File: config.mk
export PLATFORM = sky130hd
export DESIGN_NAME = chain_conv_seq
export DESIGN_NICKNAME = d
export VERILOG_FILES = /design/src/rtl/seq_pkg.sv /design/src/rtl/seq_cmd_table.sv /design/src/rtl/seq_wait_timer.sv /design/src/rtl/seq_disc_check.sv /design/src/rtl/chain_conv_seq.sv
export SDC_FILE = /design/constraint.sdc
export NUM_CORES = 1
export LEC_CHECK = 0
export BUFFER_PORTS_ARGS = -buffer_cell sky130_fd_sc_hd__buf_2
export CAP_MARGIN = 20
export CORE_MARGIN = 5
export CORE_UTILIZATION = 40
export DETAILED_ROUTE_END_ITERATION = 10
export SLEW_MARGIN = 15
export SYNTH_ARGS = -nofsm -noshare
export SYNTH_HDL_FRONTEND = slang
export SYNTH_SLANG_ARGS = --single-unit
export TNS_END_PERCENT = 30
File: constraint.sdc
create_clock -name clk -period 20.9 [get_ports clk]
set_clock_uncertainty 0.1 [all_clocks]
set_input_delay 4.18 -clock clk [delete_from_list [all_inputs] [get_ports clk]]
set_output_delay 4.18 -clock clk [all_outputs]
set_load 0.1 [all_outputs]
File: src/rtl/seq_pkg.sv
package seq_pkg;

  localparam int          CH_PER_DEV  = 12;
  localparam logic [5:0]  REG_CTRL_HI = 6'h0D;
  localparam logic [5:0]  REG_CTRL_LO = 6'h0E;
  localparam logic [5:0]  REG_RDPTR   = 6'h1C;

  typedef enum logic [1:0] {
    ERR_NONE  = 2'd0,
    ERR_FRAME = 2'd1,
    ERR_NOEND = 2'd2,
    ERR_EMPTY = 2'd3
  } seq_err_e;

  typedef enum logic {
    MODE_CONV = 1'b0,
    MODE_DISC = 1'b1
  } seq_mode_e;

  typedef enum logic [2:0] {
    DV_NEXT  = 3'd0,
    DV_END   = 3'd1,
    DV_BAD   = 3'd2,
    DV_NOEND = 3'd3,
    DV_EMPTY = 3'd4
  } disc_verdict_e;

  typedef struct packed {
    logic [4:0] dev;
    logic [5:0] regaddr;
    logic [7:0] data;
    logic       bcast;
  } seq_cmd_t;

  // acquisition window length in ns for each code
  function automatic int unsigned acq_ns(input logic [1:0] code);
    case (code)
      2'd0:    return 465;
      2'd1:    return 1010;
      2'd2:    return 1460;
      default: return 1890;
    endcase
  endfunction

  function automatic int unsigned avg_num(input logic [1:0] code);
    return 32'd1 << code;
  endfunction

  // settle time in whole microseconds, guard time included
  function automatic int unsigned settle_us(input logic [1:0] acq,
                                            input logic [1:0] avg,
                                            input int unsigned slaves);
    int unsigned ns;
    ns = (acq_ns(acq) + 695) * CH_PER_DEV * avg_num(avg)
         - acq_ns(acq) + 250 * slaves;
    return (ns + 999) / 1000 + 5;
  endfunction

  function automatic logic [4:0] bitrev5(input logic [4:0] v);
    return {v[0], v[1], v[2], v[3], v[4]};
  endfunction

endpackage

File: src/rtl/seq_cmd_table.sv
module seq_cmd_table
  import seq_pkg::*;
(
  input  seq_mode_e  mode,
  input  logic [1:0] idx,
  input  logic [1:0] acq,
  input  logic [1:0] avg,
  output seq_cmd_t   cmd,
  output logic       last
);
  // control-low field bits
  localparam logic [7:0] LO_RESET  = 8'h80;
  localparam logic [7:0] LO_MUST   = 8'h10;
  localparam logic [7:0] LO_LOCK   = 8'h04;
  localparam logic [7:0] LO_CHAIN  = 8'h01;

  logic [7:0] lo_base;
  logic [7:0] hi_conv;

  assign lo_base = LO_MUST | LO_LOCK | LO_CHAIN | {1'b0, acq, 5'b0};
  // inputs all (7:6=0), read all (5:4=0), start on select edge (3), averaging (2:1)
  assign hi_conv = {2'b00, 2'b00, 1'b1, avg, 1'b0};

  always_comb begin
    cmd.dev   = 5'd0;
    cmd.bcast = 1'b1;
    cmd.regaddr = REG_RDPTR;
    cmd.data  = 8'h00;
    last      = 1'b0;
    if (mode == MODE_CONV) begin
      case (idx)
        2'd0: begin
          cmd.regaddr = REG_RDPTR;
          cmd.data    = 8'h00;
        end
        default: begin
          cmd.regaddr = REG_CTRL_HI;
          cmd.data    = hi_conv;
          last        = 1'b1;
        end
      endcase
    end else begin
      case (idx)
        2'd0: begin
          cmd.regaddr = REG_CTRL_LO;
          cmd.data    = lo_base | LO_RESET;
        end
        2'd1: begin
          cmd.regaddr = REG_CTRL_LO;
          cmd.data    = lo_base;
        end
        default: begin
          cmd.regaddr = REG_RDPTR;
          cmd.data    = {REG_CTRL_LO, 2'b00};
          last        = 1'b1;
        end
      endcase
    end
  end
endmodule

File: src/rtl/seq_wait_timer.sv
module seq_wait_timer #(
  parameter int W = 16
) (
  input  logic         clk,
  input  logic         rst_n,
  input  logic         load,
  input  logic [W-1:0] load_val,
  output logic         expire
);
  logic [W-1:0] cnt;

  always_ff @(posedge clk or negedge rst_n) begin
    if (!rst_n)            cnt <= '0;
    else if (load)         cnt <= load_val;
    else if (cnt != '0)    cnt <= cnt - 1'b1;
  end

  assign expire = (cnt == W'(1));

  AST_TIMER_NO_WRAP: assert property (@(posedge clk) disable iff (!rst_n)
    (cnt == '0 && !load) |=> (cnt == '0));
  AST_TIMER_LOAD_NONZERO: assert property (@(posedge clk) disable iff (!rst_n)
    load |-> (load_val != '0));
endmodule

File: src/rtl/seq_disc_check.sv
module seq_disc_check
  import seq_pkg::*;
#(
  parameter int IW       = 4,
  parameter int LAST_IDX = 8
) (
  input  logic [31:0]   word,
  input  logic          crc_ok,
  input  logic [IW-1:0] idx,
  output disc_verdict_e verdict
);
  logic [4:0] addr_seen;
  logic       addr_ok;

  assign addr_seen = bitrev5(word[31:27]);
  assign addr_ok   = (32'(addr_seen) == 32'(idx));

  always_comb begin
    if (word == 32'd0)
      verdict = (idx == '0) ? DV_EMPTY : DV_END;
    else if (!crc_ok || !addr_ok)
      verdict = DV_BAD;
    else if (32'(idx) == LAST_IDX)
      verdict = DV_NOEND;
    else
      verdict = DV_NEXT;
  end
endmodule

File: src/rtl/chain_conv_seq.sv
module chain_conv_seq
  import seq_pkg::*;
#(
  parameter int CLK_PER_US = 50,
  parameter int MAX_SLAVES = 7,
  parameter int TIMER_W    = 16,
  localparam int SL_W      = $clog2(MAX_SLAVES + 1)
) (
  input  logic            clk,
  input  logic            rst_n,
  input  logic            start_conv,
  input  logic            start_disc,
  input  logic [1:0]      acq_code,
  input  logic [1:0]      avg_code,
  input  logic [SL_W-1:0] slave_cnt,
  output logic            cmd_valid,
  input  logic            cmd_ready,
  output logic [4:0]      cmd_dev,
  output logic [5:0]      cmd_reg,
  output logic [7:0]      cmd_data,
  output logic            cmd_bcast,
  output logic            rd_req,
  input  logic            rd_ready,
  input  logic            rsp_valid,
  input  logic [31:0]     rsp_word,
  input  logic            rsp_crc_ok,
  output logic            busy,
  output logic            done,
  output logic [1:0]      err_code,
  output logic [SL_W-1:0] disc_count
);
  localparam int DISC_READS = MAX_SLAVES + 2;
  localparam int DI_W       = $clog2(DISC_READS + 1);
  localparam int RD_MAX     = (MAX_SLAVES + 1) * CH_PER_DEV;
  localparam int RC_W       = $clog2(RD_MAX + 1);

  typedef enum logic [2:0] {
    ST_IDLE, ST_CMD, ST_WAIT, ST_RDREQ, ST_RDWAIT, ST_FIN
  } st_e;

  st_e             state;
  seq_mode_e       mode;
  logic [1:0]      cmd_idx;
  logic [1:0]      acq_q, avg_q;
  logic [SL_W-1:0] slv_q;
  logic [RC_W-1:0] rd_cnt;
  logic [DI_W-1:0] disc_idx;
  seq_err_e        err_q;
  logic [SL_W-1:0] disc_q;

  // named internal events
  logic            start_take;
  logic            cmd_fire;
  logic            rd_fire;
  logic            rsp_take;
  logic            cmd_last;
  logic            timer_load;
  logic            wait_expire;
  logic [RC_W-1:0] rd_total;
  logic [TIMER_W-1:0] wait_cyc;
  seq_cmd_t        cur_cmd;
  disc_verdict_e   verdict;

  assign start_take = (state == ST_IDLE) && (start_conv || start_disc);
  assign cmd_fire   = cmd_valid && cmd_ready;
  assign rd_fire    = rd_req && rd_ready;
  assign rsp_take   = (state == ST_RDWAIT) && rsp_valid;
  assign timer_load = cmd_fire && cmd_last && (mode == MODE_CONV);
  assign rd_total   = RC_W'((32'(slv_q) + 1) * CH_PER_DEV);
  assign wait_cyc   = TIMER_W'(settle_us(acq_q, avg_q, 32'(slv_q)) * CLK_PER_US);

  seq_cmd_table u_table (
    .mode (mode),
    .idx  (cmd_idx),
    .acq  (acq_q),
    .avg  (avg_q),
    .cmd  (cur_cmd),
    .last (cmd_last)
  );

  seq_wait_timer #(.W(TIMER_W)) u_timer (
    .clk      (clk),
    .rst_n    (rst_n),
    .load     (timer_load),
    .load_val (wait_cyc),
    .expire   (wait_expire)
  );

  seq_disc_check #(.IW(DI_W), .LAST_IDX(DISC_READS - 1)) u_check (
    .word    (rsp_word),
    .crc_ok  (rsp_crc_ok),
    .idx     (disc_idx),
    .verdict (verdict)
  );

  always_ff @(posedge clk or negedge rst_n) begin
    if (!rst_n) begin
      state    <= ST_IDLE;
      mode     <= MODE_CONV;
      cmd_idx  <= '0;
      acq_q    <= '0;
      avg_q    <= '0;
      slv_q    <= '0;
      rd_cnt   <= '0;
      disc_idx <= '0;
      err_q    <= ERR_NONE;
      disc_q   <= '0;
    end else begin
      case (state)
        ST_IDLE: begin
          if (start_take) begin
            state    <= ST_CMD;
            mode     <= start_disc ? MODE_DISC : MODE_CONV;
            cmd_idx  <= '0;
            acq_q    <= acq_code;
            avg_q    <= avg_code;
            slv_q    <= slave_cnt;
            rd_cnt   <= '0;
            disc_idx <= '0;
            err_q    <= ERR_NONE;
          end
        end
        ST_CMD: begin
          if (cmd_fire) begin
            if (cmd_last)
              state <= (mode == MODE_CONV) ? ST_WAIT : ST_RDREQ;
            else
              cmd_idx <= cmd_idx + 2'd1;
          end
        end
        ST_WAIT: begin
          if (wait_expire) state <= ST_RDREQ;
        end
        ST_RDREQ: begin
          if (rd_fire) state <= ST_RDWAIT;
        end
        ST_RDWAIT: begin
          if (rsp_take) begin
            if (mode == MODE_CONV) begin
              if (rd_cnt == rd_total - 1'b1) state <= ST_FIN;
              else begin
                rd_cnt <= rd_cnt + 1'b1;
                state  <= ST_RDREQ;
              end
            end else begin
              case (verdict)
                DV_NEXT: begin
                  disc_idx <= disc_idx + 1'b1;
                  state    <= ST_RDREQ;
                end
                DV_END: begin
                  disc_q <= SL_W'(disc_idx - 1'b1);
                  state  <= ST_FIN;
                end
                DV_BAD: begin
                  err_q <= ERR_FRAME;
                  state <= ST_FIN;
                end
                DV_NOEND: begin
                  err_q <= ERR_NOEND;
                  state <= ST_FIN;
                end
                default: begin
                  err_q <= ERR_EMPTY;
                  state <= ST_FIN;
                end
              endcase
            end
          end
        end
        default: state <= ST_IDLE;
      endcase
    end
  end

  assign cmd_valid  = (state == ST_CMD);
  assign cmd_dev    = cur_cmd.dev;
  assign cmd_reg    = cur_cmd.regaddr;
  assign cmd_data   = cur_cmd.data;
  assign cmd_bcast  = cur_cmd.bcast;
  assign rd_req     = (state == ST_RDREQ);
  assign busy       = (state != ST_IDLE);
  assign done       = (state == ST_FIN);
  assign err_code   = err_q;
  assign disc_count = disc_q;

  AST_NO_DUAL_REQ: assert property (@(posedge clk) disable iff (!rst_n)
    !(cmd_valid && rd_req));
  AST_CMD_HOLD: assert property (@(posedge clk) disable iff (!rst_n)
    (cmd_valid && !cmd_ready) |=> (cmd_valid && $stable({cmd_dev, cmd_reg, cmd_data, cmd_bcast})));
  AST_DONE_PULSE: assert property (@(posedge clk) disable iff (!rst_n)
    done |=> !done);
  AST_ERR_HELD_IDLE: assert property (@(posedge clk) disable iff (!rst_n)
    !busy |-> $stable(err_code));
  AST_COUNT_ONLY_AT_END: assert property (@(posedge clk) disable iff (!rst_n)
    !$stable(disc_count) |-> done);
  AST_CONV_READS_BOUNDED: assert property (@(posedge clk) disable iff (!rst_n)
    (rd_fire && mode == MODE_CONV) |-> (rd_cnt < rd_total));
  AST_DISC_READS_BOUNDED: assert property (@(posedge clk) disable iff (!rst_n)
    (rd_fire && mode == MODE_DISC) |-> (32'(disc_idx) < DISC_READS));
  AST_REQ_NEEDS_BUSY: assert property (@(posedge clk) disable iff (!rst_n)
    !busy |-> !(cmd_valid || rd_req));
endmodule

[Yosys cells after proc, flatten, opt, wreduce, memory -nomap -nowiden]
Index checks and enable logic that the tools add are counted.
Word-level totals
  input port bits: 47
  RAM bits: 0
  bits in latches: 0
  bits in read-only memories: 0
  output and inout bits: 29
  memories: 0
  register bits after elaboration: 45
Operators by class
  equality and inequality tests: 27
  shift operators: 1
  add/sub/neg operators: 12
  mux-type cells: 43
  multipliers: 5
  div/mod/pow operators: 1
  reductions and logical operators: 30
  bitwise logic cells: 1
  $lt $le $gt $ge: 0
Operator list (number)
  32-bit by 10-bit adder with 32-bit output (second input constant): 2
  3-bit 2-to-1 mux: 12
  11-bit case mux with 3 select lines: 1
  32-bit by 11-bit adder with 32-bit output: 1
  32-bit by 3-bit adder with 32-bit output (second input constant): 1
  32-bit by 10-bit divider with 32-bit output (second input constant): 1
  32-bit logical NOT: 1
  30-bit by 32-bit multiplier with 30-bit output: 1
  32-bit by 2-bit multiplier with 30-bit output (second input constant): 1
  32-bit by 5-bit multiplier with 15-bit output (second input constant): 1
  16-bit 2-to-1 mux: 2
  1-bit by 2-bit left shift with 32-bit output (first input constant): 1
  32-bit subtractor: 1
  7-bit 2-to-1 mux: 4
  13-bit case mux with 2 select lines: 1
  16-bit by 1-bit equality test with 1-bit output (second input constant): 1
  4-bit 2-to-1 mux: 4
  16-bit nonzero test: 1
  16-bit by 1-bit subtractor with 16-bit output (second input constant): 1
  3-bit case mux with 5 select lines: 1
  5-bit AND reduction: 3
  14-bit 2-to-1 mux: 1
  2-bit != test (second input constant): 7
  7-bit case mux with 2 select lines: 1
  other kinds (36): 69

[Depth between registers and ports, before layout]
  depth in word-level cells: 12
  depth in mapped cells: 108
  depth with buffers taken out: 95

[Cells and area by module]
A second synthesis with hierarchy kept.
Second synthesis, totals
  cells, all modules: 1888
  area total of the unflattened synthesis: 14861.8 µm²
By module, submodules not included
  chain_conv_seq: area each 13446.6 µm², instances 1, seq. area each 725.7 µm², cells each 1728
  seq_wait_timer: area each 1063.5 µm², instances 1, seq. area each 400.4 µm², cells each 108
  seq_cmd_table: area each 178.9 µm², instances 1, seq. area each 0.0 µm², cells each 27
  seq_disc_check: area each 172.7 µm², instances 1, seq. area each 0.0 µm², cells each 25

[Least setup slack after synthesis]
Ideal clock, no wire load.
  path type: flip-flop to flip-flop
  start: register acq_q[0]
  end: register u_timer.cnt[15]
  clock period less this slack: 22.759 ns
  arrival time: 22.539 ns
  slack: -1.859 ns
  library setup time: 0.120 ns
  cell stages (with the launch flop): 99
  path through: dfrtp_1 > inv_1 > ha_1 > ha_1 > or2_2 > fa_1 > inv_1 > ha_1 > ha_1 > ha_1 > ha_1 > ha_1 > fa_1 > ha_1 > ha_1 > a21oi_1 > o21bai_1 > a21oi_1 > [63 not listed] > xnor2_1 > ha_1 > ha_1 > fa_1 > ha_1 > a21oi_1 > o21bai_1 > a21oi_1 > o21bai_1 > a21oi_1 > o21bai_1 > a21oi_1 > xnor2_1 > xnor2_1 > xnor2_1 > or4b_1 > a21oi_1 > and3b_1
On the way
  longest elaborated chain between the ends: 12
  elaborated cells on any way between the ends: 14
  those cells by class: add/sub (5); mul (3); div (1); eq/ne (2); mux (2); reduce/logical (1)
RTL lines
  from (decl): line chain_conv_seq.sv:44  | logic [1:0] acq_q, avg_q;
  from (signal assigned): line chain_conv_seq.sv:115  | acq_q <= acq_code;
  2-bit equality test, or another cell as far along: line seq_pkg.sv:37  | case (code)
  11-bit case mux with 3 select lines *: line seq_pkg.sv:37
  32-bit by 10-bit adder with 32-bit output: line seq_pkg.sv:54  | ns = (acq_ns(acq) + 695) * CH_PER_DEV * avg_num(avg)
  32-bit by 2-bit multiplier with 30-bit output: line seq_pkg.sv:54
  30-bit by 32-bit multiplier with 30-bit output: line seq_pkg.sv:54
  32-bit subtractor *: line seq_pkg.sv:55  | - acq_ns(acq) + 250 * slaves;
  32-bit by 11-bit adder with 32-bit output *: line seq_pkg.sv:55
  32-bit by 10-bit adder with 32-bit output *: line seq_pkg.sv:56  | return (ns + 999) / 1000 + 5;
  32-bit by 10-bit divider with 32-bit output *: line seq_pkg.sv:56
  32-bit by 3-bit adder with 32-bit output *: line seq_pkg.sv:56
  32-bit by 5-bit multiplier with 15-bit output *: line chain_conv_seq.sv:70  | assign wait_cyc = TIMER_W'(settle_us(acq_q, avg_q, 32'(slv_q)) * CLK_PER_US);
  16-bit 2-to-1 mux *: line seq_wait_timer.sv:14  | else if (load) cnt <= load_val;
  to (signal assigned): line seq_wait_timer.sv:14
  to (signal assigned): line seq_wait_timer.sv:15  | else if (cnt != '0) cnt <= cnt - 1'b1;
  to (decl): line seq_wait_timer.sv:10  | logic [W-1:0] cnt;
Every way passes the cells marked *; elsewhere a longest branch is shown, timed or not.
A chain may end at the register's enable or synchronous reset.

[Worst setup path in the final report]
  start: register acq_q[1]
  end: register u_timer.cnt[15]
Same word-level chain as after synthesis.

==> out/results.ini <==
[synthesis]
synthArstFlopShare_pct=100
synth-seq-area-share_pct=7.63
synth_area_um2=14800
synth_edf_count=0
ys_types=131
synth-seq-cells=45
synth-main-ff-cell=dfrtp_1
syn_area_per_cell_um2=7.83
yosys_warnings=0
syn_inst=1885

[setup_path]
critPathKind=reg -> reg
max_stage_delay_ns=0.62
path_max_fanout=10
cp-start-kind=flop
worst_ep_required_time_ns=20.98
crit_top_cell=buf_4
critPathLaunch=acq_q[1]
end_kind=flop
cpMaxStageDelayCell=or4_4
reg2reg_from=acq_q[1]
crit_arrival_ns=22.65
cp.buffers_inverters=20
path_delay_family=compound AO/OA/AOI/OAI gates

[final_layout]
syn_to_final_growth_pct=49.8
drive_above_1_share_pct=41.9
final_nets=2789
antenna_cells=0

[timing]
period_needed_ns=22.57
final-setup-viol-count=7
finalCritPeriodShare_pct=108
max_freq_mhz=44.3
rsz0062_at_grt=yes
worst_pin_slew_ns=1.11
hold_ws_ns=0.409
fin_ws_ns=-1.67
slew_headroom_pct=26.0
hold_violations=0
slew_viol_final=0

[routing]
drtAntennaViolNets=0
drtIter0Drc=1019
routedWlPerCell_um=16.0
avgViaCountPerCell=5.60
drc=0
dr.pass1.iters=5
drt-total-wl_mm=47.4
vias=16600

[job]
drv_cap=0

[status]
status=finished with violations
violations=negative setup slack

[clocking]
cts_tree=yes
htreeDepth=2
clkLatencyLatePin_ns=0.29
path_clk_slew_ns=0.07
cts-root-buf=clkbuf_16
cts_sinks=45
cts_buffer_depth=2
cts_hold_buf=0
cts_made_buffers=5

[die]
start_util_pct=40.4
ios=76
core_area_um2=36500
die_y_um=202
rows=70
die-width_um=202
die-area_um2=40800

[min_path]
hold_start=cmd_idx[1]
hold_class=reg -> reg

[global_routing]
grt_use_total_pct=21.8
grt_pass1_vias=16600
antenna_found_initial=0
gr-total-overflow=0
grt_start_max_net_pins=46
grt_pass1_wl_mm=78.4

[place]
place.gp.congestion=0.889
portBuffers=66
dp_hpwl_mm=36.4

-- final timing paths --
kind / endpoint / depth (start not counted) / slack, ns
setup / recovery: u_timer.cnt[15] / 107 / -1.67
hold / removal: cmd_idx[1] / 2 / 0.41
setup reg to reg: u_timer.cnt[15] / 107 / -1.67
hold reg to reg: cmd_idx[1] / 2 / 0.41
max in group asynchronous: acq_q[1] / 2 / 16.38
min in group asynchronous: err_code[0] / 2 / 3.86
-- metal layers --
layer | vias up | wire, um | global-route usage [%]
li1 | 8143 | - | -
met1 | 7889 | 21500 | 29.2
met2 | 454 | 23300 | 38.9
met3 | 79 | 1720 | 1.43
met4 | 0 | 862 | 4.68
met5 | - | 0 | 0
-- worst register-to-register path, delay by kind of cell, from the launching register on --
family	cells	cell delay [ns]
AOI/OAI and AO/OA	43	7.47
xor gates and xnor gates	5	0.82
DFF	1	0.48
and+or+nand+nor	23	5.49
buffers and inverters	20	3.06
adders and majority gates	16	5.02
-- sequential cells by signal, summed over array words and instances (netlist names), 3 cells and up --
signal	count
disc_count	3
disc_idx	4
rd_cnt	7
slv_q	3
state	3
u_timer.cnt	16
-- cell families after synthesis --
family / synth area share, %
adder cells (fa/ha/maj): 24.3
flip-flops: 7.63
AO/OA/AOI/OAI: 26.9
XOR/XNOR: 8.10
buffers and inverters: 6.43
other: 0.0509
AND/OR/NAND/NOR: 23.4
multiplexers: 3.19
-- layout by cell type (no fill, tap or decap), types with 17 or more instances in the layout --
cell	n
a21oi_2	33
o211ai_1	29
xnor2_1	64
nand4_1	17
nor4_1	22
and2_1	28
ha_1	152
a211oi_1	17
o21ai_0	64
xnor2_2	18
xor2_1	39
nor2_1	167
a21o_1	27
o21ai_1	21
nand2_1	127
nor3_1	51
mux2i_1	24
a21oi_1	90
inv_1	123
fa_1	45
ha_4	52
buf_2	67
buf_4	587
or2_2	20
nand2b_1	23
nand3_1	49
dfrtp_1	43
-- repair_timing --
| action | in CTS | in global routing |
|---|---|---|
| setup endpoints to repair | 8 | 11 |
| gates resized for setup | 178 | 64 |
| pin swaps | 112 | 60 |
| setup buffers | 67 | 22 |
| gates cloned | 1 | 0 |
-- Yosys cell counts (25+ instances only) --
cell type	count	share of area, %
a211oi_1	25	1.3
a21o_1	28	1.4
a21oi_1	122	4.1
and2_1	30	1.3
clkbuf_1	27	0.69
dfrtp_1	45	7.6
fa_1	46	6.2
ha_1	208	18
inv_1	126	3.2
mux2i_1	26	1.8
nand2_1	139	3.5
nand3_1	54	1.8
nor2_1	176	4.5
nor3_1	69	2.3
nor4_1	31	1.3
o211ai_1	29	1.5
o21ai_0	76	2.6
xnor2_1	79	4.7
xor2_1	42	2.5
-- layout make-up --
type / instances / area [um^2]
clock buffer: 5 / 125
clock inverter: 3 / 47.5
fill: 3092 / 14400
inverter: 127 / 479
multi-input combinational: 1640 / 14800
sequential: 45 / 1130
tap: 468 / 586
timing repair buffer: 669 / 4930
-- metrics by stage --
step	std cells	worst slack, ns	utilization, %	area [um^2]	TNS, ns
6_report	2957	-1.67	60.6	22100	-4.12
5_1_grt	2957	-2.69	60.6	22100	-12.95
4_1_cts	2936	-1.06	59.1	21600	-1.20
3_5_place_dp	2863	-1.75	54.3	19800	-5.15
3_3_place_gp	2862	-1.30	54.3	19800	-2.34
2_1_floorplan	1892	-0.640	-	15600	-0.640
Power is not shown: default switching activity piles up to over one toggle a cycle in this logic, so the estimate is an artifact.
